$ cat src/rtl/tlb_pkg.sv
package tlb_pkg;
  typedef enum logic [1:0] {
    SRC_NONE  = 2'd0,
    SRC_MATCH = 2'd1,
    SRC_FREE  = 2'd2,
    SRC_EVICT = 2'd3
  } fill_src_e;
endpackage

$ cat src/rtl/tlb_cam.sv
module tlb_cam #(
  parameter int DEPTH  = 16,
  parameter int VPN_W  = 20,
  parameter int ASID_W = 8
) (
  input  logic [DEPTH-1:0]  ent_valid,
  input  logic [VPN_W-1:0]  ent_vpn  [DEPTH],
  input  logic [ASID_W-1:0] ent_asid [DEPTH],
  input  logic [VPN_W-1:0]  key_vpn,
  input  logic [ASID_W-1:0] key_asid,
  input  logic              asid_chk,
  output logic [DEPTH-1:0]  match
);
  for (genvar g = 0; g < DEPTH; g++) begin : g_cmp
    assign match[g] = ent_valid[g] && (ent_vpn[g] == key_vpn) &&
                      (!asid_chk || (ent_asid[g] == key_asid));
  end
endmodule

$ cat src/rtl/tlb_prio.sv
module tlb_prio #(
  parameter int DEPTH = 16,
  parameter int IDX_W = $clog2(DEPTH)
) (
  input  logic [DEPTH-1:0] req,
  output logic             found,
  output logic [IDX_W-1:0] idx
);
  always_comb begin
    found = 1'b0;
    idx   = '0;
    for (int i = DEPTH - 1; i >= 0; i--) begin
      if (req[i]) begin
        found = 1'b1;
        idx   = IDX_W'(i);
      end
    end
  end
endmodule

$ cat src/rtl/tlb_lru.sv
module tlb_lru #(
  parameter int DEPTH = 16,
  parameter int IDX_W = $clog2(DEPTH)
) (
  input  logic             clk,
  input  logic             rst_n,
  input  logic             touch_en,
  input  logic [IDX_W-1:0] touch_idx,
  input  logic [DEPTH-1:0] cand,
  output logic             victim_found,
  output logic [IDX_W-1:0] victim_idx
);
  logic [IDX_W-1:0] age [DEPTH];
  logic [IDX_W-1:0] best;

  always_ff @(posedge clk) begin
    if (!rst_n) begin
      for (int i = 0; i < DEPTH; i++) age[i] <= IDX_W'(i);
    end else if (touch_en) begin
      for (int i = 0; i < DEPTH; i++) begin
        if (IDX_W'(i) == touch_idx)       age[i] <= '0;
        else if (age[i] < age[touch_idx]) age[i] <= age[i] + 1'b1;
      end
    end
  end

  always_comb begin
    victim_found = 1'b0;
    victim_idx   = '0;
    best         = '0;
    for (int i = 0; i < DEPTH; i++) begin
      if (cand[i] && (!victim_found || age[i] > best)) begin
        victim_found = 1'b1;
        victim_idx   = IDX_W'(i);
        best         = age[i];
      end
    end
  end

  // ages stay a permutation, so recency order is total
  for (genvar v = 0; v < DEPTH; v++) begin : g_age_chk
    logic [DEPTH-1:0] holds_v;
    for (genvar e = 0; e < DEPTH; e++) begin : g_e
      assign holds_v[e] = (age[e] == IDX_W'(v));
    end
    a_r5_age_unique: assert property (@(posedge clk) disable iff (!rst_n)
      $onehot(holds_v));
  end
endmodule

$ cat src/rtl/tlb_asid_cache.sv
module tlb_asid_cache
  import tlb_pkg::*;
#(
  parameter int DEPTH  = 16,
  parameter int VPN_W  = 20,
  parameter int PFN_W  = 16,
  parameter int ASID_W = 8
) (
  input  logic              clk,
  input  logic              rst_n,
  input  logic              asid_en,
  input  logic [ASID_W-1:0] cur_asid,
  input  logic              flush,
  input  logic              lkp_valid,
  input  logic [VPN_W-1:0]  lkp_vpn,
  output logic              lkp_hit,
  output logic              lkp_miss,
  output logic [PFN_W-1:0]  lkp_pfn,
  input  logic              fill_valid,
  output logic              fill_ready,
  input  logic [VPN_W-1:0]  fill_vpn,
  input  logic [PFN_W-1:0]  fill_pfn,
  input  logic              fill_wired,
  output logic              fill_err
);
  localparam int IDX_W = $clog2(DEPTH);

  logic [DEPTH-1:0]  valid_q, wired_q;
  logic [VPN_W-1:0]  vpn_q  [DEPTH];
  logic [ASID_W-1:0] asid_q [DEPTH];
  logic [PFN_W-1:0]  pfn_q  [DEPTH];
  logic [ASID_W-1:0] prev_asid_q;

  logic [DEPTH-1:0] hit_vec, fm_vec;
  logic             hit_any, fm_any, free_any, vic_any;
  logic [IDX_W-1:0] hit_idx, fm_idx, free_idx, vic_idx, tgt_idx, touch_idx;
  fill_src_e        src;
  logic             flush_now, fill_acc, fill_wr, touch_en;

  tlb_cam #(.DEPTH(DEPTH), .VPN_W(VPN_W), .ASID_W(ASID_W)) u_cam_lkp (
    .ent_valid(valid_q), .ent_vpn(vpn_q), .ent_asid(asid_q),
    .key_vpn(lkp_vpn), .key_asid(cur_asid), .asid_chk(asid_en), .match(hit_vec));

  tlb_cam #(.DEPTH(DEPTH), .VPN_W(VPN_W), .ASID_W(ASID_W)) u_cam_fill (
    .ent_valid(valid_q), .ent_vpn(vpn_q), .ent_asid(asid_q),
    .key_vpn(fill_vpn), .key_asid(cur_asid), .asid_chk(asid_en), .match(fm_vec));

  tlb_prio #(.DEPTH(DEPTH), .IDX_W(IDX_W)) u_pr_hit (
    .req(hit_vec), .found(hit_any), .idx(hit_idx));
  tlb_prio #(.DEPTH(DEPTH), .IDX_W(IDX_W)) u_pr_fm (
    .req(fm_vec), .found(fm_any), .idx(fm_idx));
  tlb_prio #(.DEPTH(DEPTH), .IDX_W(IDX_W)) u_pr_free (
    .req(~valid_q), .found(free_any), .idx(free_idx));

  tlb_lru #(.DEPTH(DEPTH), .IDX_W(IDX_W)) u_lru (
    .clk(clk), .rst_n(rst_n), .touch_en(touch_en), .touch_idx(touch_idx),
    .cand(valid_q & ~wired_q), .victim_found(vic_any), .victim_idx(vic_idx));

  assign lkp_hit  = lkp_valid && hit_any;
  assign lkp_miss = lkp_valid && !hit_any;
  assign lkp_pfn  = lkp_hit ? pfn_q[hit_idx] : '0;

  assign flush_now  = flush || (!asid_en && (cur_asid != prev_asid_q));
  assign fill_ready = !flush_now;
  assign fill_acc   = fill_valid && fill_ready;

  always_comb begin
    src     = SRC_NONE;
    tgt_idx = '0;
    if (fm_any)        begin src = SRC_MATCH; tgt_idx = fm_idx;   end
    else if (free_any) begin src = SRC_FREE;  tgt_idx = free_idx; end
    else if (vic_any)  begin src = SRC_EVICT; tgt_idx = vic_idx;  end
  end

  assign fill_wr   = fill_acc && (src != SRC_NONE);
  assign fill_err  = fill_acc && (src == SRC_NONE);
  assign touch_en  = fill_wr || lkp_hit;
  assign touch_idx = fill_wr ? tgt_idx : hit_idx;

  always_ff @(posedge clk) begin
    if (!rst_n) begin
      valid_q     <= '0;
      wired_q     <= '0;
      prev_asid_q <= '0;
    end else begin
      prev_asid_q <= cur_asid;
      if (flush_now) begin
        valid_q <= valid_q & wired_q;
      end else if (fill_wr) begin
        valid_q[tgt_idx] <= 1'b1;
        wired_q[tgt_idx] <= fill_wired;
      end
    end
  end

  always_ff @(posedge clk) begin
    if (fill_wr) begin
      vpn_q[tgt_idx]  <= fill_vpn;
      asid_q[tgt_idx] <= cur_asid;
      pfn_q[tgt_idx]  <= fill_pfn;
    end
  end

  // after a flushing cycle no replaceable entry is left valid
  a_r7_flush_clears: assert property (@(posedge clk) disable iff (!rst_n)
    flush_now |=> ((valid_q & ~wired_q) == '0));

  // the evicted slot is valid and never wired
  a_r6_evict_not_wired: assert property (@(posedge clk) disable iff (!rst_n)
    (fill_wr && src == SRC_EVICT) |-> (valid_q[tgt_idx] && !wired_q[tgt_idx]));

  // a dropped refill only when every slot is valid and wired
  a_r9_err_all_wired: assert property (@(posedge clk) disable iff (!rst_n)
    fill_err |-> ((&valid_q) && (&wired_q)));

  // a written refill sits in its slot on the next cycle
  a_r4_fill_lands: assert property (@(posedge clk) disable iff (!rst_n)
    fill_wr |=> (valid_q[$past(tgt_idx)] && vpn_q[$past(tgt_idx)] == $past(fill_vpn)));
endmodule

$ cat config.mk
export PLATFORM = sky130hd
export DESIGN_NAME = tlb_asid_cache
export DESIGN_NICKNAME = d
export VERILOG_FILES = /design/src/rtl/tlb_pkg.sv /design/src/rtl/tlb_cam.sv /design/src/rtl/tlb_prio.sv /design/src/rtl/tlb_lru.sv /design/src/rtl/tlb_asid_cache.sv
export SDC_FILE = /design/constraint.sdc
export NUM_CORES = 2
export LEC_CHECK = 0
export ABC_AREA = 1
export BUFFER_PORTS_ARGS = -buffer_cell sky130_fd_sc_hd__buf_2
export CAP_MARGIN = 20
export CORE_ASPECT_RATIO = 1.4
export CORE_MARGIN = 2
export CORE_UTILIZATION = 50
export CTS_CLUSTER_SIZE = 10
export DETAILED_ROUTE_END_ITERATION = 10
export GPL_ROUTABILITY_DRIVEN = 0
export PLACE_DENSITY = 0.69
export SLEW_MARGIN = 20
export SYNTH_ARGS = -nofsm -noshare
export SYNTH_HDL_FRONTEND = slang
export SYNTH_SLANG_ARGS = --single-unit
$ cat constraint.sdc
create_clock -name clk -period 39.6 [get_ports clk]
set_input_delay 1.98 -clock clk [delete_from_list [all_inputs] [get_ports clk]]
set_output_delay 1.98 -clock clk [all_outputs]
set_load 0.01 [all_outputs]
# ---- Word-level counts from Yosys, hierarchy flattened
# Memories as Yosys holds them, arrays and structs flattened.
# Index checks and enable logic that the tools add are counted.
dict set report classes {
  addsub 16
  magnitude_cmp 35
  n_eq_ne 64
  mux 340
  n_bitwise 39
  n_reduce_logical 143
}
# op count
set op_table {}
lappend op_table {{20-bit equality test} 32}
lappend op_table {{4-bit 2-to-1 mux} 107}
lappend op_table {{320-bit bitwise mux} 1}
lappend op_table {{1-bit 2-to-1 mux} 213}
lappend op_table {{128-bit bitwise mux} 1}
lappend op_table {{8-bit equality test} 16}
lappend op_table {{1-bit logical AND} 87}
lappend op_table {{20-bit demux with 4-bit select} 1}
lappend op_table {{4-bit by 1-bit adder with 4-bit output (second input constant)} 16}
lappend op_table {{4-bit less-than comparator} 16}
lappend op_table {{4-bit > comparator} 15}
lappend op_table {{16-bit 2-to-1 mux} 3}
lappend op_table {{1-bit logical OR} 33}
lappend op_table {{16-bit AND} 2}
lappend op_table {{8-bit demux with 4-bit select} 1}
lappend op_table {{4-bit equality test (first input constant)} 8}
lappend op_table {{16-bit inverter} 2}
lappend op_table {{1-bit OR} 32}
lappend op_table {{20-bit 2-to-1 mux} 1}
lappend op_table {{1-bit zero test} 18}
lappend op_table {{16-bit bitwise mux} 1}
lappend op_table {{3-bit by 4-bit equality test with 1-bit output (first input constant)} 4}
lappend op_table {{16-bit OR} 1}
lappend op_table {{3-bit 2-to-1 mux} 4}
lappend op_table {{16 further kinds} 22}
dict set report totals {
  ff_bits 488
  mem_bits_rw 320
  inputBits 71
  output_inout_bits 20
  word_cells 674
  mem_count 2
}
# name depth word_bits read_ports rd_ports_with_merged_regs write_ports line
set memory_table {}
lappend memory_table {pfn_q 16 16 1 0 1 tlb_asid_cache.sv:31} ;# logic [PFN_W-1:0] pfn_q [DEPTH];
lappend memory_table {u_lru.age 16 4 17 0 16 tlb_lru.sv:13} ;# logic [IDX_W-1:0] age [DEPTH];

# ---- Logic depth before layout (Yosys ltp)
# An unclocked memory read counts as a cell.
dict set report depth {
  ltp_word 77
  mapped_depth 179
  mapped_depth_nobuf 174
}

# ---- Cells and area by module
# From an unflattened synthesis, not the netlist that was laid out.
dict set report unflattened {
  cells_unflattened 6971
  area_unflattened_um2 50852.5
}
# mod instances cells_each area_each_um2 seq_area_each_um2
set modules_own_cells {}
lappend modules_own_cells {tlb_asid_cache 1 1515 25564.5 21941.0}
lappend modules_own_cells {tlb_cam 2 2165 8640.8 0.0}
lappend modules_own_cells {tlb_lru 1 979 7379.6 1921.8}
lappend modules_own_cells {tlb_prio 3 49 209.0 0.0}

# ---- Worst setup path after synthesis
# OpenSTA, ideal clock, no wires.
dict set report synth_timing {
  kind {register -> register}
  from {register valid_q[0]}
  to {register wired_q[3]}
  setup_ps 88
  arrival_ps 20711
  required_time_ps 39512
  setup_slack_ps 18801
  stages_incl_launch_ff 159
  path_buffers 4
  period_less_slack_ps 20799
  cell_sequence {dfxtp_1 -> nand2_2 -> nor2_1 -> inv_1 -> ha_1 -> nand2_1 -> inv_2 -> nand2_1 -> nand2_1 -> nand2_1 -> nand2_1 -> nand2_2 -> o21ai_0 -> ha_1 -> inv_1 -> nor2_1 -> o21ai_1 -> nand2_1 -> [... 123 more ...] -> ha_1 -> inv_1 -> nor2_1 -> o21bai_1 -> nand2_1 -> o21ai_0 -> nand2_1 -> nand3_1 -> nand2_1 -> inv_1 -> nand2_1 -> o21ai_1 -> o2111ai_1 -> nand2_1 -> nand2_1 -> nor4_1 -> o21ai_0 -> a21oi_1}
}
dict set report synth_via {
  elab_chain_len 70
  elab_cells_between_ends 129
  cone_classes {order compare: 17; mux: 59; bitwise: 2; reduce/logical: 51}
}
# element line
set synth_rtl {}
lappend synth_rtl {{start, declared} tlb_asid_cache.sv:28} ;# logic [DEPTH-1:0] valid_q, wired_q;
lappend synth_rtl {{start signal, assigned} tlb_asid_cache.sv:88} ;# valid_q <= valid_q & wired_q;
lappend synth_rtl {{16-bit AND} tlb_asid_cache.sv:57} ;# .cand(valid_q & ~wired_q), .victim_found(vic_any), .victim_idx(vic_idx));
lappend synth_rtl {{4-bit 2-to-1 mux / 1-bit 2-to-1 mux (equally long branches)} tlb_lru.sv:32} ;# if (cand[i] && (!victim_found || age[i] > best)) begin
lappend synth_rtl {{4-bit > comparator / 1-bit zero test (equally long branches)} tlb_lru.sv:32}
lappend synth_rtl {{1-bit logical OR} tlb_lru.sv:32}
lappend synth_rtl {{1-bit logical AND} tlb_lru.sv:32}
lappend synth_rtl {{4-bit 2-to-1 mux / 1-bit 2-to-1 mux (equally long branches)} tlb_lru.sv:32}
lappend synth_rtl {{4-bit > comparator / 1-bit zero test (equally long branches)} tlb_lru.sv:32}
lappend synth_rtl {{1-bit logical OR} tlb_lru.sv:32}
lappend synth_rtl {{[... 54 more ...]} n/a}
lappend synth_rtl {{4-bit 2-to-1 mux} tlb_asid_cache.sv:72} ;# else if (vic_any) begin src = SRC_EVICT; tgt_idx = vic_idx; end
lappend synth_rtl {{4-bit 2-to-1 mux} tlb_asid_cache.sv:71} ;# else if (free_any) begin src = SRC_FREE; tgt_idx = free_idx; end
lappend synth_rtl {{4-bit 2-to-1 mux} tlb_asid_cache.sv:70} ;# if (fm_any) begin src = SRC_MATCH; tgt_idx = fm_idx; end
lappend synth_rtl {{4-bit by 5-bit less-than comparator with 1-bit output (implied by the code) / 4-bit by 1-bit >= comparator with 1-bit output (equally long branches)} tlb_asid_cache.sv:91} ;# wired_q[tgt_idx] <= fill_wired;
lappend synth_rtl {{1-bit logical AND (implied by the code)} tlb_asid_cache.sv:91}
lappend synth_rtl {{1-bit 2-to-1 mux (implied by the code)} tlb_asid_cache.sv:91}
lappend synth_rtl {{1-bit demux with 4-bit select} tlb_asid_cache.sv:91}
lappend synth_rtl {{16-bit bitwise mux} tlb_asid_cache.sv:91}
lappend synth_rtl {{end signal, assigned by index} tlb_asid_cache.sv:91}
lappend synth_rtl {{end, declared} tlb_asid_cache.sv:28}
# Parallel ways exist; a longest one is shown, timed or not.
# A chain may end at the register's enable or synchronous reset.

==> metrics list <==
- The worst hold path terminates at valid_q[13].
- The later pin in the worst-skew pair is clocked with a latency of 0.70 ns.
- Worst clock skew: 0.0465 ns
* Share of async-settable or async-resettable flops after synthesis: 0%
- The startpoint identified for the worst hold timing path is wired_q[13].
* Count of different cell masters after synthesis: 62
- Kind of cell adding the most delay to the critical path: simple AND/OR/NAND/NOR gates
- Summing every instance area after synthesis gives 0.0431 mm2.
- Area contributors post-synth: sky130_fd_sc_hd__edfxtp_1 (53%), sky130_fd_sc_hd__nand2_1 (5.2%), sky130_fd_sc_hd__xnor2_1 (4.9%), sky130_fd_sc_hd__o22ai_1 (3.5%), sky130_fd_sc_hd__ha_1 (3.4%)
* Layout Cell Area excl Fill: about 0.047 mm2
* Signed area change from the synthesized netlist to the final layout: 9.75%
- For the pin with the worst max-slew slack, the measured transition is approximately 1.2 ns.
- In this run the critical register-to-register path is captured at u_lru.age[15][3].
* Portion of the post-synthesis area used by sequential elements: approximately 55%
- In this run the worst hold path is classified as reg -> reg.
* Worst r2r src: valid_q[0]
- During I/O placement, the number of pins put on the boundary was 91.
* Avg Cell Area, Syn: 10.1 um2
- For this run, the number of Yosys warnings is 0.
* Post-Syn Nets: 4,443
- Of the cells placed in the final design, the portion with a size suffix greater than 1 is 10.4%.
- Rows: 127
- In this run the tightest slew margin relative to its limit is a little under a fifth.
* Main flop type after synthesis: sky130_fd_sc_hd__edfxtp_1
- Starting density of the core: 50.4%
* CTS tree: yes
- For the worst setup path, the data arrival time is 21.99 ns.
* Remaining global-route overflow: 0
- The clock drives 808 sinks.
- The number of global-route vias before repair is between 30,000 and 40,000.
* Max FO, Critical Path: 16
- Hold repair after CTS inserted 0 buffers.
- Average vias per placed instance: between 6 and 7
- The setup path with the least slack is of type reg -> reg.
- Worst Setup Start Kind: flop
- Number of buffers inserted by port buffering: 90
- Summing all placed instances gives a cell area of 0.0449 mm2.
* Die W: 252 um
- RSZ-0062 raised after global routing: no
- Post-layout net count: 4,504
* Status: completed
* Worst reg2reg setup slack: 17.97 ns
* Top cell by count, worst path: sky130_fd_sc_hd__nand2_1
- Max Transition Viols Final: 0
- Number of storage elements in the synthesis netlist: slightly above 800
* Time the final worst path needs with I/O delays and setup: 21.63 ns
* Height of the chip: around 350 um
- The die covers 0.0887 mm2.
* Post-Synthesis Cells: 4,256
- Worst hold path stage count: 2
- Number of cell instances on the worst register-to-register path: 154
- The largest total area in the synthesized netlist belongs to sky130_fd_sc_hd__edfxtp_1.
- The critical path contains buffers and inverters numbering 14 combined.
- Setup violations remaining at the end of the flow were counted as 0.
- Fraction of synthesized cell area taken by the top area cell type: 53.5%
* Core Region: between 0.08 and 0.09 mm2
* Power per cell area: 39.0 mW/mm2
* Required time of the critical path: 39.96 ns
- Number of iterations in the first detailed-routing pass: 8
- For this block, the routed nets add up to 144,000 um of wire.
- Number of enable-type register cells in the synthesized netlist: 768
* CP Capture Type: flop
* Period utilization: 54.6%
* CTS Buffer Depth: 3
- Detailed router's first-iteration violation count: 5,504
- Static timing analysis puts the maximum clock frequency at around 0.046 GHz.
- The first global-routing pass estimated 208,000 um of wire.
- Detailed Place HPWL: 86,700 um
- Post-CTS repair changed the size of 0 cells.
- In this run the static leakage power is around 17 nW.
* Overall global routing resource usage: between 30% and 40%
- Buffers added to address setup during post-CTS repair amount to 0.
- Across the VDD grid, the largest voltage drop is 0.0433 mV.
* Pin count of the biggest net entering global routing: 86
- Number of maximum-capacitance violations: 0
* Root Buffer: sky130_fd_sc_hd__clkbuf_16
- The slowest stage of the critical path is the sky130_fd_sc_hd__o221ai_2 cell.
- The final hold violation count was 0.
- Routed WL per cell: 26.5 um
* Delay of the slowest critical-path stage: 0.84 ns
- Number of nets still failing antenna checks after routing: 0
- DRC violation count after routing: 0
* Number of antenna violations at the first check in global routing: 3
- Htree depth: 3
- Vias: between 30,000 and 40,000
- Clock-pin slew was measured on the worst setup and hold paths at 0.06 ns.
* Setup TNS: 0 ns
- Number of buffers inserted during clock tree synthesis: 91
tightest hold or removal path, stage by stage (launching register included):
cell and delay, ns:
sky130_fd_sc_hd__dfxtp_1 0.32, sky130_fd_sc_hd__a21oi_1 0.12, sky130_fd_sc_hd__a211oi_1 0.05
area by class of cell:
cell class / instances / area [um2]
fillers: 7197 / 38300
well taps: 1096 / 1370
diodes: 3 / 7.51
clock inverters: 5 / 61.3
repair buffers: 168 / 1040
multi-input cells: 2863 / 17100
clock buffers: 108 / 2410
flip-flops and latches: 808 / 23900
inverters: 385 / 1450
registers in the layout, summed over array words and instances (netlist names):
register     count
pfn_q          256
valid_q         16
prev_asid_q      8
asid_q         128
u_lru.age       64
vpn_q          320
wired_q         16
metal layers:
metal / up-vias / track usage (%) / wire length [um]
met5: - / 0 / 0
met4: 0 / 22.3 / 11900
met3: 748 / 8.64 / 17500
met2: 2479 / 50.5 / 64300
met1: 16428 / 38.3 / 50100
li1: 15399 / - / -
Yosys cell counts, types with 16 or more instances:
master,n
sky130_fd_sc_hd__o2111ai_1,26
sky130_fd_sc_hd__nand3_2,16
sky130_fd_sc_hd__or2_2,34
sky130_fd_sc_hd__a31o_2,16
sky130_fd_sc_hd__inv_1,357
sky130_fd_sc_hd__o21ai_0,272
sky130_fd_sc_hd__a21oi_1,116
sky130_fd_sc_hd__dfxtp_1,40
sky130_fd_sc_hd__xnor2_1,243
sky130_fd_sc_hd__nand4_1,86
sky130_fd_sc_hd__nand2_1,595
sky130_fd_sc_hd__buf_1,21
sky130_fd_sc_hd__nand3_1,242
sky130_fd_sc_hd__nor2_1,386
sky130_fd_sc_hd__mux2i_1,16
sky130_fd_sc_hd__xor2_1,85
sky130_fd_sc_hd__a311oi_1,16
sky130_fd_sc_hd__ha_1,116
sky130_fd_sc_hd__a211oi_1,35
sky130_fd_sc_hd__edfxtp_1,768
sky130_fd_sc_hd__clkbuf_1,159
sky130_fd_sc_hd__o221ai_1,20
sky130_fd_sc_hd__a221oi_1,30
sky130_fd_sc_hd__nand2_2,44
sky130_fd_sc_hd__o22ai_1,244
sky130_fd_sc_hd__nor4_1,73
cell usage in the layout, fill, tap and decap left out, types with 12 or more instances in the layout:
master                      instances
sky130_fd_sc_hd__a211oi_1          35
sky130_fd_sc_hd__a21oi_1          115
sky130_fd_sc_hd__a221oi_1          30
sky130_fd_sc_hd__a311oi_1          16
sky130_fd_sc_hd__a31o_2            16
sky130_fd_sc_hd__and2_1            14
sky130_fd_sc_hd__and3_1            13
sky130_fd_sc_hd__buf_2             90
sky130_fd_sc_hd__buf_4             78
sky130_fd_sc_hd__clkbuf_1          12
sky130_fd_sc_hd__clkbuf_16         93
sky130_fd_sc_hd__clkinv_1          13
sky130_fd_sc_hd__dfxtp_1           40
sky130_fd_sc_hd__edfxtp_1         768
sky130_fd_sc_hd__ha_1             116
sky130_fd_sc_hd__inv_1            356
sky130_fd_sc_hd__inv_2             14
sky130_fd_sc_hd__mux2i_1           16
sky130_fd_sc_hd__nand2_1          594
sky130_fd_sc_hd__nand2_2           44
sky130_fd_sc_hd__nand3_1          241
sky130_fd_sc_hd__nand3_2           17
sky130_fd_sc_hd__nand4_1           86
sky130_fd_sc_hd__nor2_1           371
sky130_fd_sc_hd__nor2_4            18
sky130_fd_sc_hd__nor4_1            71
sky130_fd_sc_hd__o2111ai_1         26
sky130_fd_sc_hd__o21ai_0          272
sky130_fd_sc_hd__o21ai_1           13
sky130_fd_sc_hd__o221ai_1          17
sky130_fd_sc_hd__o22ai_1          244
sky130_fd_sc_hd__or2_2             34
sky130_fd_sc_hd__xnor2_1          243
sky130_fd_sc_hd__xor2_1            85
worst max path at each step:
stage,from,endpoint,slack [ns],cells after the start
after floorplan,valid_q[0],wired_q[3],18.80,158
after global placement,valid_q[0],u_lru.age[15][0],18.97,160
after detailed placement,valid_q[0],u_lru.age[15][0],18.20,152
after CTS,valid_q[0],u_lru.age[15][0],18.13,154
after global routing,valid_q[0],u_lru.age[15][1],15.55,159
final,valid_q[0],u_lru.age[15][3],17.97,154
power breakdown:
part | switching (mW) | leakage [nW] | total [mW] | internal [mW]
Clock | 0.326 | 1.21 | 0.749 | 0.423
Combinational | 0.107 | 9.02 | 0.149 | 0.0427
Sequential | 0.00779 | 7.27 | 0.949 | 0.941
Total | 0.441 | 17.5 | 1.85 | 1.41
through the flow:
| stage | total power [mW] | hold WS, ns | std cells | util (%) | setup slack [ns] |
|---|---|---|---|---|---|
| after floorplan | 1.05 | 0.493 | 4256 | - | 18.80 |
| after global placement | 1.11 | 0.518 | 5320 | 52.4 | 18.97 |
| after detailed placement | 1.11 | 0.531 | 5320 | 52.4 | 18.20 |
| after CTS | 1.84 | 0.528 | 5433 | 55.3 | 18.13 |
| after global routing | 1.89 | 0.541 | 5433 | 55.3 | 15.55 |
| final | 1.85 | 0.533 | 5436 | 55.3 | 17.97 |
cell families after synthesis:
| kind of cell | count (synthesis) | synth area share [%] |
|---|---|---|
| fa+ha+maj | 116 | 3.36 |
| simple gates | 1545 | 16.4 |
| compound gates | 858 | 12.4 |
| buf+inv | 585 | 5.55 |
| xor+xnor | 328 | 6.66 |
| flops | 808 | 55.3 |
| mux | 16 | 0.371 |
(Power assumes the default switching activity.)
